<file path="config.mk">
export PLATFORM = sky130hd
export DESIGN_NAME = q15_ubyte_pack
export DESIGN_NICKNAME = d
export VERILOG_FILES = /design/src/rtl/q15_ubyte_pack_pkg.sv /design/src/rtl/q15_ubyte_lane.sv /design/src/rtl/q15_ubyte_result_reg.sv /design/src/rtl/q15_ubyte_ctl_reg.sv /design/src/rtl/q15_ubyte_pack.sv
export SDC_FILE = /design/constraint.sdc
export NUM_CORES = 1
export LEC_CHECK = 0
export BUFFER_PORTS_ARGS = -buffer_cell sky130_fd_sc_hd__buf_2
export CAP_MARGIN = 10
export CORE_UTILIZATION = 38
export CTS_BUF_LIST = sky130_fd_sc_hd__clkbuf_2
export DETAILED_ROUTE_END_ITERATION = 16
export PLACE_DENSITY_LB_ADDON = 0.1
export SETUP_SLACK_MARGIN = 0.02
export SLEW_MARGIN = 15
export SYNTH_ARGS = -nofsm -noshare
export SYNTH_HDL_FRONTEND = slang
export SYNTH_SLANG_ARGS = --single-unit
</file>
<file path="constraint.sdc">
create_clock -name clk -period 1.3 [get_ports clk]
set_input_delay 0.26 -clock clk [delete_from_list [all_inputs] [get_ports clk]]
set_output_delay 0.26 -clock clk [all_outputs]
set_load 0.01 [all_outputs]
</file>
<file path="src/rtl/q15_ubyte_pack_pkg.sv">
package q15_ubyte_pack_pkg;
  localparam int HALF_W  = 16;
  localparam int OUT_W   = 8;
  localparam int SRC_W   = 32;
  localparam int CTL_W   = 32;
  localparam int FLAG_IX = 22;
endpackage

</file>
<file path="src/rtl/q15_ubyte_lane.sv">
module q15_ubyte_lane #(
  parameter int HALF_W = 16,
  parameter int OUT_W  = 8
) (
  input  logic [HALF_W-1:0] half_i,
  output logic [OUT_W-1:0]  byte_o,
  output logic              clamp_o
);
  localparam int MAG_W = HALF_W - 1;
  localparam int CUT_W = MAG_W - OUT_W;
  localparam logic [MAG_W-1:0] SAT_LIM = {{OUT_W{1'b1}}, {CUT_W{1'b0}}};

  logic             neg;
  logic [MAG_W-1:0] mag;

  assign neg = half_i[HALF_W-1];
  assign mag = half_i[MAG_W-1:0];

  always_comb begin
    if (neg) begin
      byte_o  = '0;
      clamp_o = 1'b1;
    end else if (mag > SAT_LIM) begin
      byte_o  = '1;
      clamp_o = 1'b1;
    end else begin
      byte_o  = mag[MAG_W-1:CUT_W];
      clamp_o = 1'b0;
    end
  end
endmodule

</file>
<file path="src/rtl/q15_ubyte_result_reg.sv">
module q15_ubyte_result_reg #(
  parameter int PACK_W = 32,
  parameter int DST_W  = 64
) (
  input  logic              clk,
  input  logic              rst,
  input  logic              load_i,
  input  logic [PACK_W-1:0] packed_i,
  output logic [DST_W-1:0]  result_o
);
  localparam int EXT_W = DST_W - PACK_W;

  always_ff @(posedge clk) begin
    if (rst) result_o <= '0;
    else if (load_i) result_o <= {{EXT_W{packed_i[PACK_W-1]}}, packed_i};
  end
endmodule

</file>
<file path="src/rtl/q15_ubyte_ctl_reg.sv">
module q15_ubyte_ctl_reg #(
  parameter int CTL_W   = 32,
  parameter int FLAG_IX = 22
) (
  input  logic             clk,
  input  logic             rst,
  input  logic             wr_i,
  input  logic             clr_i,
  input  logic [CTL_W-1:0] wdata_i,
  input  logic             set_flag_i,
  output logic [CTL_W-1:0] rdata_o
);
  logic [CTL_W-1:0] base;

  always_comb begin
    if (clr_i)     base = '0;
    else if (wr_i) base = wdata_i;
    else           base = rdata_o;
    base[FLAG_IX] = base[FLAG_IX] | set_flag_i;
  end

  always_ff @(posedge clk) begin
    if (rst) rdata_o <= '0;
    else     rdata_o <= base;
  end
endmodule

</file>
<file path="src/rtl/q15_ubyte_pack.sv">
module q15_ubyte_pack
  import q15_ubyte_pack_pkg::*;
#(
  parameter int DST_W = 64
) (
  input  logic             clk,
  input  logic             rst,
  input  logic             issue_i,
  input  logic [SRC_W-1:0] src_hi_i,
  input  logic [SRC_W-1:0] src_lo_i,
  output logic [DST_W-1:0] result_o,
  input  logic             ctl_wr_i,
  input  logic [CTL_W-1:0] ctl_wdata_i,
  input  logic             ctl_clr_i,
  output logic [CTL_W-1:0] ctl_rdata_o
);
  localparam int LANES  = (2 * SRC_W) / HALF_W;
  localparam int PACK_W = LANES * OUT_W;

  logic [2*SRC_W-1:0] halves;
  logic [PACK_W-1:0]  packed_bytes;
  logic [LANES-1:0]   lane_clamp;
  logic               any_clamp;

  assign halves = {src_hi_i, src_lo_i};

  for (genvar i = 0; i < LANES; i++) begin : g_lane
    q15_ubyte_lane #(.HALF_W(HALF_W), .OUT_W(OUT_W)) u_lane (
      .half_i  (halves[i*HALF_W +: HALF_W]),
      .byte_o  (packed_bytes[i*OUT_W +: OUT_W]),
      .clamp_o (lane_clamp[i])
    );
  end

  assign any_clamp = issue_i & (|lane_clamp);

  q15_ubyte_result_reg #(.PACK_W(PACK_W), .DST_W(DST_W)) u_res (
    .clk      (clk),
    .rst      (rst),
    .load_i   (issue_i),
    .packed_i (packed_bytes),
    .result_o (result_o)
  );

  q15_ubyte_ctl_reg #(.CTL_W(CTL_W), .FLAG_IX(FLAG_IX)) u_ctl (
    .clk        (clk),
    .rst        (rst),
    .wr_i       (ctl_wr_i),
    .clr_i      (ctl_clr_i),
    .wdata_i    (ctl_wdata_i),
    .set_flag_i (any_clamp),
    .rdata_o    (ctl_rdata_o)
  );

  // negative lane A gives a zero low byte
  a_r4_neg_lane_zero: assert property (@(posedge clk) disable iff (rst)
    (issue_i && src_lo_i[HALF_W-1]) |=> (result_o[OUT_W-1:0] == '0));

  // negative lane D always raises the flag
  a_r7_clamp_sets_flag: assert property (@(posedge clk) disable iff (rst)
    (issue_i && src_hi_i[SRC_W-1]) |=> ctl_rdata_o[FLAG_IX]);

  // flag stays up without write or clear
  a_r7_flag_sticky: assert property (@(posedge clk) disable iff (rst)
    (ctl_rdata_o[FLAG_IX] && !ctl_wr_i && !ctl_clr_i) |=> ctl_rdata_o[FLAG_IX]);

  // result holds while idle
  a_r6_hold_idle: assert property (@(posedge clk) disable iff (rst)
    !issue_i |=> $stable(result_o));

  // clear with no issue empties the control word
  a_r8_clear_zero: assert property (@(posedge clk) disable iff (rst)
    (ctl_clr_i && !issue_i) |=> (ctl_rdata_o == '0));

  // upper half mirrors bit 31 of the packed word
  a_r5_sign_ext: assert property (@(posedge clk) disable iff (rst)
    issue_i |=> (result_o[DST_W-1:PACK_W] == {(DST_W-PACK_W){result_o[PACK_W-1]}}));
endmodule

</file>
==> impl_metrics.csv <==
group,metric,value,unit
yosys,ys_ff_latch,64,
detailed_routing,vias,2883,
sta,final.setup_skew,0,ns
grt,grt_pass1_wl,11920,µm
grt,grt.overflow.total,0,
detailed_routing,drc_errors,0,
clock_tree,cts_buffer_depth,2,
critical_path,start_kind,"register",
yosys,syn-cell-area,0.002753,mm²
die,start_util,0.3986,
status,status,"complete, but fails checks",
job,maxCapViolations,0,
die,io_pins,197,
worst_hold_path,min_path_type,"input pin to register",
sta,hold_viol_final,0,
die,dieHeight,87.11,µm
sta,final.setup.tns,-2.823,ns
placement,dp_slack,-0.3003,ns
yosys,dominantRegCellSynth,"dfxtp_1",
critical_path,cp_cell_sequence,"buf_8 > buf_4",
die,die-area,0.007588,mm²
sta,setup_slack,-0.08884,ns
cells_and_area,syn_to_final_growth,68.27,%
detailed_routing,initialDrtViolationCount,56,
placement,dp.cells,553,
cells_and_area,final_util,0.6707,
detailed_routing,viasPerCell,4.635,
sta,period_needed,1.389,ns
yosys,synth.avg_cell_area,9.085,µm²
sta,maxSlewHeadroom,0.6125,
sta,timing.final.crit_share,1.068,
cells_and_area,fin_area,0.004632,mm²
grt,grt_max_degree,32,
clock_tree,cts_root_buffer,"clkbuf_2",
cells_and_area,ff_latch_area,0.001361,mm²
power_and_ir_drop,powerDensity,881.5,mW/mm²
grt,grt_antenna_before_repair,0,
power_and_ir_drop,vdd_drop_max,617.3,µV
cells_and_area,fillers,601,
clock_tree,cts_max_level,3,
yosys,synthDistinctLibCells,22,
grt,grt_pass1_vias,2698,
critical_path,crit_required,1.04,ns
sta,setup_viol,33,
placement,globalplace.congestion,0.7549,
sta,slew_viol_final,0,
cells_and_area,antennaDiodeCount,0,
cells_and_area,final_layout_size_suffix_gt1_frac,0.5532,
sta,rsz0062_at_grt,"yes",
critical_path,end_kind,"output pin",
die,fp.coreArea,0.006907,mm²
detailed_routing,wl_per_cell,13.28,µm
yosys,synthCells,303,
sta,worstMarginPinSlew,0.5800,ns
yosys,async_flop_share,0,
die,fp.dieW,87.11,µm
cells_and_area,final_cells,622,
die,rows,30,
yosys,syn-num-nets,404,
sta,hold_ws,0.02491,ns
critical_path,worstPathArrival,1.13,ns
grt,grt_usage,0.2051,
clock_tree,cts_sinks,64,
clock_tree,numCtsBuffers,9,
yosys,yosys_warnings,0,
yosys,ys_seq_area_frac,0.4655,
power_and_ir_drop,p_total,4.083,mW
critical_path,max_stage_delay,0.39,ns
cells_and_area,multi_input_area,0.001152,mm²
placement,place_area,0.003628,mm²
status,violations,"negative setup slack",
critical_path,worst-path-max-fanout,17,
clock_tree,clkTransAtPathRegs,0.18,ns
placement,dp_hpwl,5250,µm
yosys,synth-edff-count,0,
sta,clock.fmax,0.7200,GHz
detailed_routing,wl,8262,µm
placement,port_buffers,196,
power_and_ir_drop,leakage,2.271,nW
clock_tree,cts_tree,"built",
critical_path,slowest_stage,"dfxtp_4",
clock_tree,insertion_delay,0.48,ns
cells_and_area,nets,622,
critical_path,crit_type,"register to output pin",
detailed_routing,antenna_left,0,
detailed_routing,first_pass_iters,4,
-- critical path, delay by kind of cell (launching register included) --
kind                   cells  cell delay [ns]
buffers and inverters      2             0.27
flip-flops                 1             0.39
-- synth_stat cells, types with 2 or more instances --
library cell	n	area (µm²)
nor2b_1	27	168.9
a21oi_1	32	160.2
buf_2	3	15.01
nand4_1	8	50.05
nand2b_1	8	50.05
nor4b_1	2	17.52
clkbuf_1	15	56.30
a211oi_1	3	22.52
nor2_1	56	210.2
dfxtp_1	64	1281
mux2i_1	32	320.3
nor4_1	4	25.02
nand3b_1	8	60.06
buf_4	33	247.7
-- area by class of cell --
class	instances	share of cell area
repair buffers	258	0.4076
flip-flops and latches	64	0.2939
well taps	96	0.02593
multi-input cells	188	0.2488
clock inverters	6	0.01297
clock buffers	10	0.01080
-- state kept, by name, indices dropped and copies added, names as in the netlist --
| signal | flops |
|---|---|
| u_ctl.rdata_o | 32 |
| u_res.result_o | 32 |
-- timing repair --
| item | CTS | global route |
|---|---|---|
| endpoints found under the hold margin | 47 | 0 |
| gates cloned | 0 | 0 |
| buffers inserted | 2 | 4 |
| hold buffers | 47 | 0 |
| setup endpoints to repair | 41 | 92 |
| resized for setup | 11 | 102 |
-- per-layer routing --
layer	track usage	vias to the layer above	wire length, µm
li1	-	1424	-
met1	0.2304	1317	3278
met2	0.3572	126	4206
met3	0.05024	16	578
met4	0.1118	0	197
met5	0	-	0
-- cell families after synthesis --
logic type | Yosys count | synth area share
AO/OA/AOI/OAI | 38 | 0.07545
flip-flops | 64 | 0.4655
AND/OR/NAND/NOR | 118 | 0.2268
multiplexers | 32 | 0.1164
buffers and inverters | 51 | 0.1159
-- final timing paths --
path                                         start                  to  slack [ns]  cells after the start
worst max-delay path            u_res.result_o[31]        result_o[60]       -0.09                      2
worst max register to register  u_res.result_o[31]  u_res.result_o[31]        0.46                      4
worst min-delay path               ctl_wdata_i[29]   u_ctl.rdata_o[29]        0.02                      3
worst min register to register  u_res.result_o[30]  u_res.result_o[30]        0.48                      2
-- power breakdown --
group          switching [mW]  internal [mW]  total (mW)
Sequential             0.0447           2.05        2.09
Combinational           0.340          0.466       0.807
Clock                   0.744          0.443        1.19
-- layout by cell type (no fill, tap or decap), types with 2 or more instances in the layout --
cell type and instances:
buf_2 150, nand3b_1 8, dfxtp_1 2, buf_8 2, nand2b_1 8, a21oi_1 32
buf_4 12, buf_12 2, nor2b_1 27, dfxtp_2 61, nor2_1 56, dlygate4sd3_1 47
mux2i_1 32, clkbuf_2 10, nor4b_1 2, clkinv_2 2, buf_6 45, nand4_1 8
nor4_1 4, a211oi_1 3
Power figures use the tool's default switching activity.
